--- config.mk ---
export PLATFORM = sky130hd
export DESIGN_NAME = wss_serializer
export DESIGN_NICKNAME = d
export VERILOG_FILES = /design/src/rtl/wss_pkg.sv /design/src/rtl/wss_bit_timer.sv /design/src/rtl/wss_shift_reg.sv /design/src/rtl/wss_serializer.sv
export SDC_FILE = /design/constraint.sdc
export NUM_CORES = 1
export LEC_CHECK = 0
export ABC_AREA = 1
export CAP_MARGIN = 30
export CORE_ASPECT_RATIO = 2
export CORE_MARGIN = 3
export CORE_UTILIZATION = 45
export CTS_BUF_LIST = sky130_fd_sc_hd__clkbuf_16
export DETAILED_ROUTE_END_ITERATION = 10
export HOLD_SLACK_MARGIN = 0.03
export MAX_ROUTING_LAYER = met4
export PLACE_DENSITY = 0.68
export SYNTH_ARGS = -nofsm -noshare
export SYNTH_HDL_FRONTEND = slang
export SYNTH_SLANG_ARGS = --single-unit
--- constraint.sdc ---
create_clock -name clk -period 2.7 [get_ports clk]
set_clock_uncertainty 0.15 [all_clocks]
set_input_delay 0.81 -clock clk [delete_from_list [all_inputs] [get_ports clk]]
set_output_delay 0.81 -clock clk [all_outputs]
set_load 0.01 [all_outputs]
--- src/rtl/wss_pkg.sv ---
package wss_pkg;
   localparam int unsigned WSS_DATA_BITS = 14;
   localparam int unsigned WSS_CHK_BITS  = 6;
   localparam int unsigned WSS_PER_BITS  = 8;

   typedef enum logic {
      STD_525 = 1'b0,
      STD_625 = 1'b1
   } wss_std_e;
endpackage

--- src/rtl/wss_bit_timer.sv ---
module wss_bit_timer #(
   parameter int unsigned PER_W = 8
) (
   input  logic             clk,
   input  logic             rst_n,
   input  logic             load,
   input  logic             run,
   input  logic [PER_W-1:0] period,
   output logic             bit_end,
   output logic             first_cyc
);
   generate
      if (PER_W < 1) begin : g_bad_per
         $error("wss_bit_timer: PER_W must be at least 1");
      end
   endgenerate

   logic [PER_W-1:0] cnt_q;
   logic [PER_W-1:0] limit;

   assign limit     = (period == '0) ? '0 : period - 1'b1;
   assign bit_end   = run && (cnt_q >= limit);
   assign first_cyc = (cnt_q == '0);

   always_ff @(posedge clk or negedge rst_n) begin
      if (!rst_n) begin
         cnt_q <= '0;
      end else if (load) begin
         cnt_q <= '0;
      end else if (run) begin
         cnt_q <= bit_end ? '0 : cnt_q + 1'b1;
      end
   end


   cnt_in_range_chk: assert property (@(posedge clk) disable iff (!rst_n)
      run |-> (cnt_q <= limit));
endmodule

--- src/rtl/wss_shift_reg.sv ---
module wss_shift_reg #(
   parameter int unsigned W         = 20,
   parameter bit          LSB_FIRST = 1'b1
) (
   input  logic         clk,
   input  logic         rst_n,
   input  logic         load,
   input  logic         shift,
   input  logic [W-1:0] din,
   output logic         head
);
   generate
      if (W < 2) begin : g_bad_w
         $error("wss_shift_reg: W must be at least 2");
      end
   endgenerate

   logic [W-1:0] sr_q;

   generate
      if (LSB_FIRST) begin : g_lsb
         assign head = sr_q[0];
         always_ff @(posedge clk or negedge rst_n) begin
            if (!rst_n)     sr_q <= '0;
            else if (load)  sr_q <= din;
            else if (shift) sr_q <= {1'b0, sr_q[W-1:1]};
         end
      end else begin : g_msb
         assign head = sr_q[W-1];
         always_ff @(posedge clk or negedge rst_n) begin
            if (!rst_n)     sr_q <= '0;
            else if (load)  sr_q <= din;
            else if (shift) sr_q <= {sr_q[W-2:0], 1'b0};
         end
      end
   endgenerate
endmodule

--- src/rtl/wss_serializer.sv ---
module wss_serializer
   import wss_pkg::*;
#(
   parameter int unsigned DATA_W = WSS_DATA_BITS,
   parameter int unsigned CRC_W  = WSS_CHK_BITS,
   parameter int unsigned PER_W  = WSS_PER_BITS
) (
   input  logic              clk,
   input  logic              rst_n,
   input  logic              start,
   input  logic              enable,
   input  logic              std_pal,
   input  logic [DATA_W-1:0] data_word,
   input  logic [CRC_W-1:0]  crc_word,
   input  logic [PER_W-1:0]  bit_period,
   output logic              ser_out,
   output logic              bit_valid,
   output logic              done
);
   localparam int unsigned TOT_W = DATA_W + CRC_W;
   localparam int unsigned IDX_W = $clog2(TOT_W + 1);
   localparam logic [IDX_W-1:0] LAST_625 = IDX_W'(DATA_W - 1);
   localparam logic [IDX_W-1:0] LAST_525 = IDX_W'(TOT_W - 1);

   generate
      if (DATA_W < 1 || CRC_W < 1) begin : g_bad_fields
         $error("wss_serializer: DATA_W and CRC_W must be at least 1");
      end
   endgenerate

   logic             busy_q;
   logic             done_q;
   wss_std_e         std_q;
   logic [IDX_W-1:0] idx_q;
   logic [PER_W-1:0] per_q;
   logic             accept;
   logic             bit_end;
   logic             first_cyc;
   logic             last_bit;
   logic             finish;
   logic             head;
   logic [IDX_W-1:0] last_idx;

   assign accept   = start && enable && !busy_q;
   assign last_idx = (std_q == STD_625) ? LAST_625 : LAST_525;
   assign last_bit = (idx_q == last_idx);
   assign finish   = busy_q && bit_end && last_bit;

   wss_bit_timer #(.PER_W(PER_W)) i_timer (
      .clk       (clk),
      .rst_n     (rst_n),
      .load      (accept),
      .run       (busy_q),
      .period    (per_q),
      .bit_end   (bit_end),
      .first_cyc (first_cyc)
   );

   wss_shift_reg #(.W(TOT_W), .LSB_FIRST(1'b1)) i_shift (
      .clk   (clk),
      .rst_n (rst_n),
      .load  (accept),
      .shift (busy_q && bit_end && !last_bit),
      .din   ({crc_word, data_word}),
      .head  (head)
   );

   always_ff @(posedge clk or negedge rst_n) begin
      if (!rst_n) begin
         busy_q <= 1'b0;
         done_q <= 1'b0;
         std_q  <= STD_525;
         idx_q  <= '0;
         per_q  <= '0;
      end else begin
         done_q <= finish;
         if (accept) begin
            busy_q <= 1'b1;
            idx_q  <= '0;
            std_q  <= wss_std_e'(std_pal);
            per_q  <= bit_period;
         end else if (busy_q && bit_end) begin
            if (last_bit) busy_q <= 1'b0;
            else          idx_q  <= idx_q + 1'b1;
         end
      end
   end

   assign ser_out   = busy_q && head;
   assign bit_valid = busy_q;
   assign done      = done_q;


   idle_low_chk: assert property (@(posedge clk) disable iff (!rst_n)
      !bit_valid |-> !ser_out);


   done_single_chk: assert property (@(posedge clk) disable iff (!rst_n)
      done |=> !done);


   done_after_bits_chk: assert property (@(posedge clk) disable iff (!rst_n)
      done |-> (!bit_valid && $past(bit_valid)));


   bit_hold_chk: assert property (@(posedge clk) disable iff (!rst_n)
      (bit_valid && $past(bit_valid) && !first_cyc) |-> $stable(ser_out));


   length_chk: assert property (@(posedge clk) disable iff (!rst_n)
      busy_q |-> (idx_q <= last_idx));


   no_abort_chk: assert property (@(posedge clk) disable iff (!rst_n)
      (busy_q && !finish) |=> busy_q);
endmodule

* Word-level counts from Yosys, hierarchy flattened
Cells that the tools add are included.
** Word-level totals
- Register bits :: 44
- Input bits :: 33
- Output and inout bits :: 3
** Cells by class
- $lt $le $gt $ge :: 1
- $add $sub $neg :: 3
- Equal/unequal tests :: 2
- Muxes and demuxes :: 13
- Reduce and logical (&&, ||, !) cells :: 16
** Operators by type and width (count)
- $mux W20 :: 2
- $mux W8 :: 4
- $mux W5 :: 4
- $add A8 B1 Y8 const B :: 1
- $ge A8 B8 Y1 :: 1
- $logic_not A8 Y1 :: 1
- $reduce_bool A2 Y1 :: 4
- $sub A8 B1 Y8 const B :: 1
- $logic_and A1 B1 Y1 :: 7
- $add A5 B1 Y5 const B :: 1
- $eq A5 B5 Y1 :: 1
- $reduce_and A2 Y1 :: 2
- $mux W1 :: 3
- $logic_not A1 Y1 :: 2
- $ne A2 B2 Y1 const B :: 1

* Logic depth before layout (Yosys ltp)
- Depth after elaboration :: 8
- Gate-level depth with buffers :: 19
- Gate-level depth less buffers :: 18

* Cells and area by module
A second synthesis with hierarchy kept.
** Unflattened totals
- Cells, all modules :: 353
- Area total of the unflattened synthesis :: 2712.6 um^2
** By module, submodules not included
- wss_shift_reg :: area each 974.7 um^2, times used 1, cells each 108, sequential area each 500.5 um^2
- wss_bit_timer :: area each 932.1 um^2, times used 1, cells each 146, sequential area each 200.2 um^2
- wss_serializer :: area each 805.8 um^2, times used 1, cells each 99, sequential area each 400.4 um^2

* Least setup slack after synthesis
Ideal clock, no wire load.
- Path type :: flip-flop to flip-flop
- Start point :: register per_q[0]
- End point :: register i_shift.sr_q[10]
- Data required time :: 2.483 ns
- Slack :: 0.249 ns
- Stages on the path, launching flop included :: 18
- Library setup time :: 0.067 ns
- Data arrival time :: 2.235 ns
- Cells stage by stage :: dfrtp_1 inv_1 ha_1 nand2_1 inv_1 nand2_1 nor3_1 inv_1 o21ai_0 ha_1 a21oi_1 nor2_1 nor2_1 nand3_1 nand3_1 buf_2 nand2_1 nand2_1
** On the way
- Word-level cells in the longest chain between the ends :: 7
** RTL lines
- start, declared :: RTL line wss_serializer.sv:35 : logic [PER_W-1:0] per_q;
- start signal, assigned :: RTL line wss_serializer.sv:81 : per_q <= bit_period;
- $sub A8 B1 Y8 or $logic_not A8 Y1 (tied branches) :: RTL line wss_bit_timer.sv:21 : assign limit = (period == '0) ? '0 : period - 1'b1;
- $mux W8 (*) :: RTL line wss_bit_timer.sv:21
- $ge A8 B8 Y1 (*) :: RTL line wss_bit_timer.sv:22 : assign bit_end = run && (cnt_q >= limit);
- $logic_and A1 B1 Y1 (*) :: RTL line wss_bit_timer.sv:22
- $logic_and A1 B1 Y1 (*) (2 in a row) :: RTL line wss_serializer.sv:63 : .shift (busy_q && bit_end && !last_bit),
- $reduce_bool A2 Y1 (no line) (*)
- end signal, assigned :: RTL line wss_shift_reg.sv:25 : else if (load) sr_q <= din;
- end signal, assigned :: RTL line wss_shift_reg.sv:26 : else if (shift) sr_q <= {1'b0, sr_q[W-1:1]};
- end, declared :: RTL line wss_shift_reg.sv:18 : logic [W-1:0] sr_q;
Every way passes the cells marked *; elsewhere a longest branch is shown, timed or not.
A chain may end at the register's enable or synchronous reset.

* Worst setup path in the final report
- Start point :: register per_q[0]
- End point :: register idx_q[3]
** On the way
- Word-level cells in the longest chain between the ends :: 7
** RTL lines
- $sub A8 B1 Y8 or $logic_not A8 Y1 (tied branches) :: RTL line wss_bit_timer.sv:21
- $mux W8 (*) :: RTL line wss_bit_timer.sv:21
- $ge A8 B8 Y1 (*) :: RTL line wss_bit_timer.sv:22
- $logic_and A1 B1 Y1 (*) :: RTL line wss_bit_timer.sv:22
- $logic_and A1 B1 Y1 (*) :: RTL line wss_serializer.sv:82 : end else if (busy_q && bit_end) begin
- $reduce_bool A2 Y1 (no line) (*)
- $reduce_and A2 Y1 (no line) (*)
- end signal, assigned :: RTL line wss_serializer.sv:84 : else idx_q <= idx_q + 1'b1;
- end, declared :: RTL line wss_serializer.sv:34 : logic [IDX_W-1:0] idx_q;
Marks and branches as above.

==> out/metrics.cfg <==
[outcome]
status = completed

[yosys]
ys.flop_type = dfrtp_1
synth.cells.most_frequent = nand2_1 (158), dfrtp_1 (44), inv_1 (28), nand4_1 (28), nor2_1 (24)
synthTopCellsByArea = dfrtp_1 (43%), nand2_1 (23%), nand4_1 (6.9%)
postSynthAreaPerCell_um2 = 7.26
yosysTopAreaCell = dfrtp_1
synth_edf_count = 0
ys_ff_latch = 44
syn_area_um2 = 2550
async_flop_share_pct = 100
syn_inst = 351
synth_most_common_cell = nand2_1
yosysWarningCount = 0
ys_seq_area_share_pct = 43.2
yosysTopAreaCellShare_pct = 43.2
synthDistinctLibCells = 20
synth_nets = 395

[min_path]
holdPathStages = 2
hold_class = flip-flop to flip-flop
hold_path_startpoint = i_shift.sr_q[7]
holdPathEnd = i_shift.sr_q[7]

[power]
cellLeakagePower_nw = 1.83
ir_worst_vdd_v = 0.000743
total_power_mw = 3.40
powerDensity_nw_per_um2 = 979

[sta]
worst_pin_slew_ps = 571
layout_min_cycle_time_ps = 2620
layout_setup_ws_ps = 84.4
rsz0062_at_grt = true
hold_viol = 0
relSlewSlack_pct = 61.9
slew_viol_final = 0
finalCritPeriodShare_pct = 96.9
setup_tns_ps = 0
max_freq_ghz = 0.382
finalSetupViolations = 0

[clock_network]
insertion_delay_ps = 290
cts_sinks = 44
clkTransAtPathRegs_ps = 60
cts_root_buffer = clkbuf_16
htree_levels = 2
clockBufferDepth = 2
numCtsBuffers = 5
cts-hold-fix-buffers = 0
cts_tree = built

[grt]
grt_max_degree = 45
track_usage_pct = 20.1
antenna_found_initial = 0
grt_pass1_wl_um = 10100
grt_overflow = 0
grt_pass1_vias = 2348

[place]
place_ws_ps = 25.6
dpl.hpwl_um = 4380
gp_routability_congestion = 0.866
dpl-instance-area_um2 = 3030
portBuffers = 35

[die]
core_region_area_um2 = 5470
initial_utilization_pct = 46.6
die_w_um = 59.2
fp-row-count = 38
io_pins = 36
die_h_um = 112
dieArea_um2 = 6660

[setup_path]
r2r_setup_slack_ps = 80
cp_max_fo = 6
required_ps = 2720
reg2reg_depth = 16
cp-end-kind = flip-flop
critPathKind = flip-flop to flip-flop
critical_path_arrival_ps = 2640
critPathLaunchType = flip-flop
rr_startpoint = per_q[0]
r2r_end = idx_q[3]

[route]
num_vias = 2449
wl_per_cell_um = 14.1
ant_nets = 0
drt_iter0_drc = 68
totalWireLength_um = 6510
drt-vias-per-instance = 5.29
dr.pass1.iters = 4
route.detailed.drc = 0

[finish]
drive_gt1_share_pct = 19.4
nFillCells = 488
multiInputGateArea_um2 = 1440
final_cell_area_um2 = 3470
diodes = 0
area_delta_synth_final_pct = 36.3
finish.net_count = 446
regArea_um2 = 1100

[job]
maxCapViolCount = 0

where the power goes:
group | internal (mW) | switching (mW) | leakage (nW) | total (mW)
Combinational | 0.774 | 0.843 | 1.18 | 1.62
Clock | 0.431 | 0.250 | 0.0850 | 0.682
Sequential | 0.877 | 0.225 | 0.575 | 1.10
Total | 2.08 | 1.32 | 1.83 | 3.40
repair_timing:
action	CTS	global route
buffers inserted	0	5
resized for setup	0	50
setup endpoints to repair	0	35
routing by layer:
layer	track usage (%)	share of wire [%]	wire length, um
met5	-	0	0
met4	7.87	3.1	204
met3	2.53	3.0	194
met2	36.4	57	3730
met1	21.0	37	2390
registers in the layout, summed over array words and instances, names as in the netlist:
signal	count
i_timer.cnt_q	8
done	1
idx_q	5
i_shift.sr_q	20
bit_valid	1
std_q	1
per_q	8
worst max-delay path by stage:
stage	endpoint	start	slack, ps	cells past startpoint
2_1_floorplan	i_shift.sr_q[10]	per_q[0]	250	17
3_3_place_gp	idx_q[0]	per_q[0]	110	17
3_5_place_dp	i_shift.sr_q[10]	per_q[0]	30	17
4_1_cts	i_shift.sr_q[4]	per_q[0]	4	19
5_1_grt	i_shift.sr_q[0]	per_q[0]	-130	16
6_report	idx_q[3]	per_q[0]	80	16
layout make-up:
| class | count | area share [%] |
|---|---|---|
| multi-input cells | 264 | 41.4 |
| flip-flops and latches | 44 | 31.7 |
| repair buffers | 58 | 16.9 |
| clock buffers | 5 | 3.60 |
| inverters | 29 | 3.13 |
| well taps | 60 | 2.16 |
| clock inverters | 3 | 1.12 |
cell families (layout without fill, tap and decap cells):
group	count (synthesis)	count (layout)	synth area share, %
compound gates	16	16	3.24
xor+xnor	7	7	2.41
fa+ha+maj	11	11	5.40
buf+inv	43	95	7.27
flops	44	44	43.2
simple gates	230	230	38.5
critical path: stages, from the launching register on:
cell	delay, ps
dfrtp_1	390
inv_2	80
buf_4	110
nand2_1	50
inv_1	90
nand2_1	110
nor3_1	170
o21ai_0	120
ha_1	340
nand2_1	110
nor2_2	140
nand2_2	90
nand3_4	120
nand3_4	150
clkbuf_16	210
nand2_1	50
nand2_1	50
per-stage QoR:
| stage | hold WS [ps] | utilization (%) | std cells |
|---|---|---|---|
| after floorplan | 292 | - | 351 |
| after global placement | 304 | 55.4 | 447 |
| after detailed placement | 309 | 55.4 | 447 |
| after CTS | 323 | 58.4 | 455 |
| after global routing | 349 | 63.5 | 463 |
| final | 323 | 63.5 | 463 |
layout by cell type (no fill, tap or decap), drive strengths merged, types with 3 or more instances in the layout:
cell	instances
nand2	158
dfrtp	44
xor2	7
nand4	28
nor3	3
a21oi	5
nor2	24
o21ai	10
clkbuf	7
ha	11
or2	5
inv	30
nand3	12
buf	22
clkdlybuf4s50	34
(Power assumes the default switching activity.)
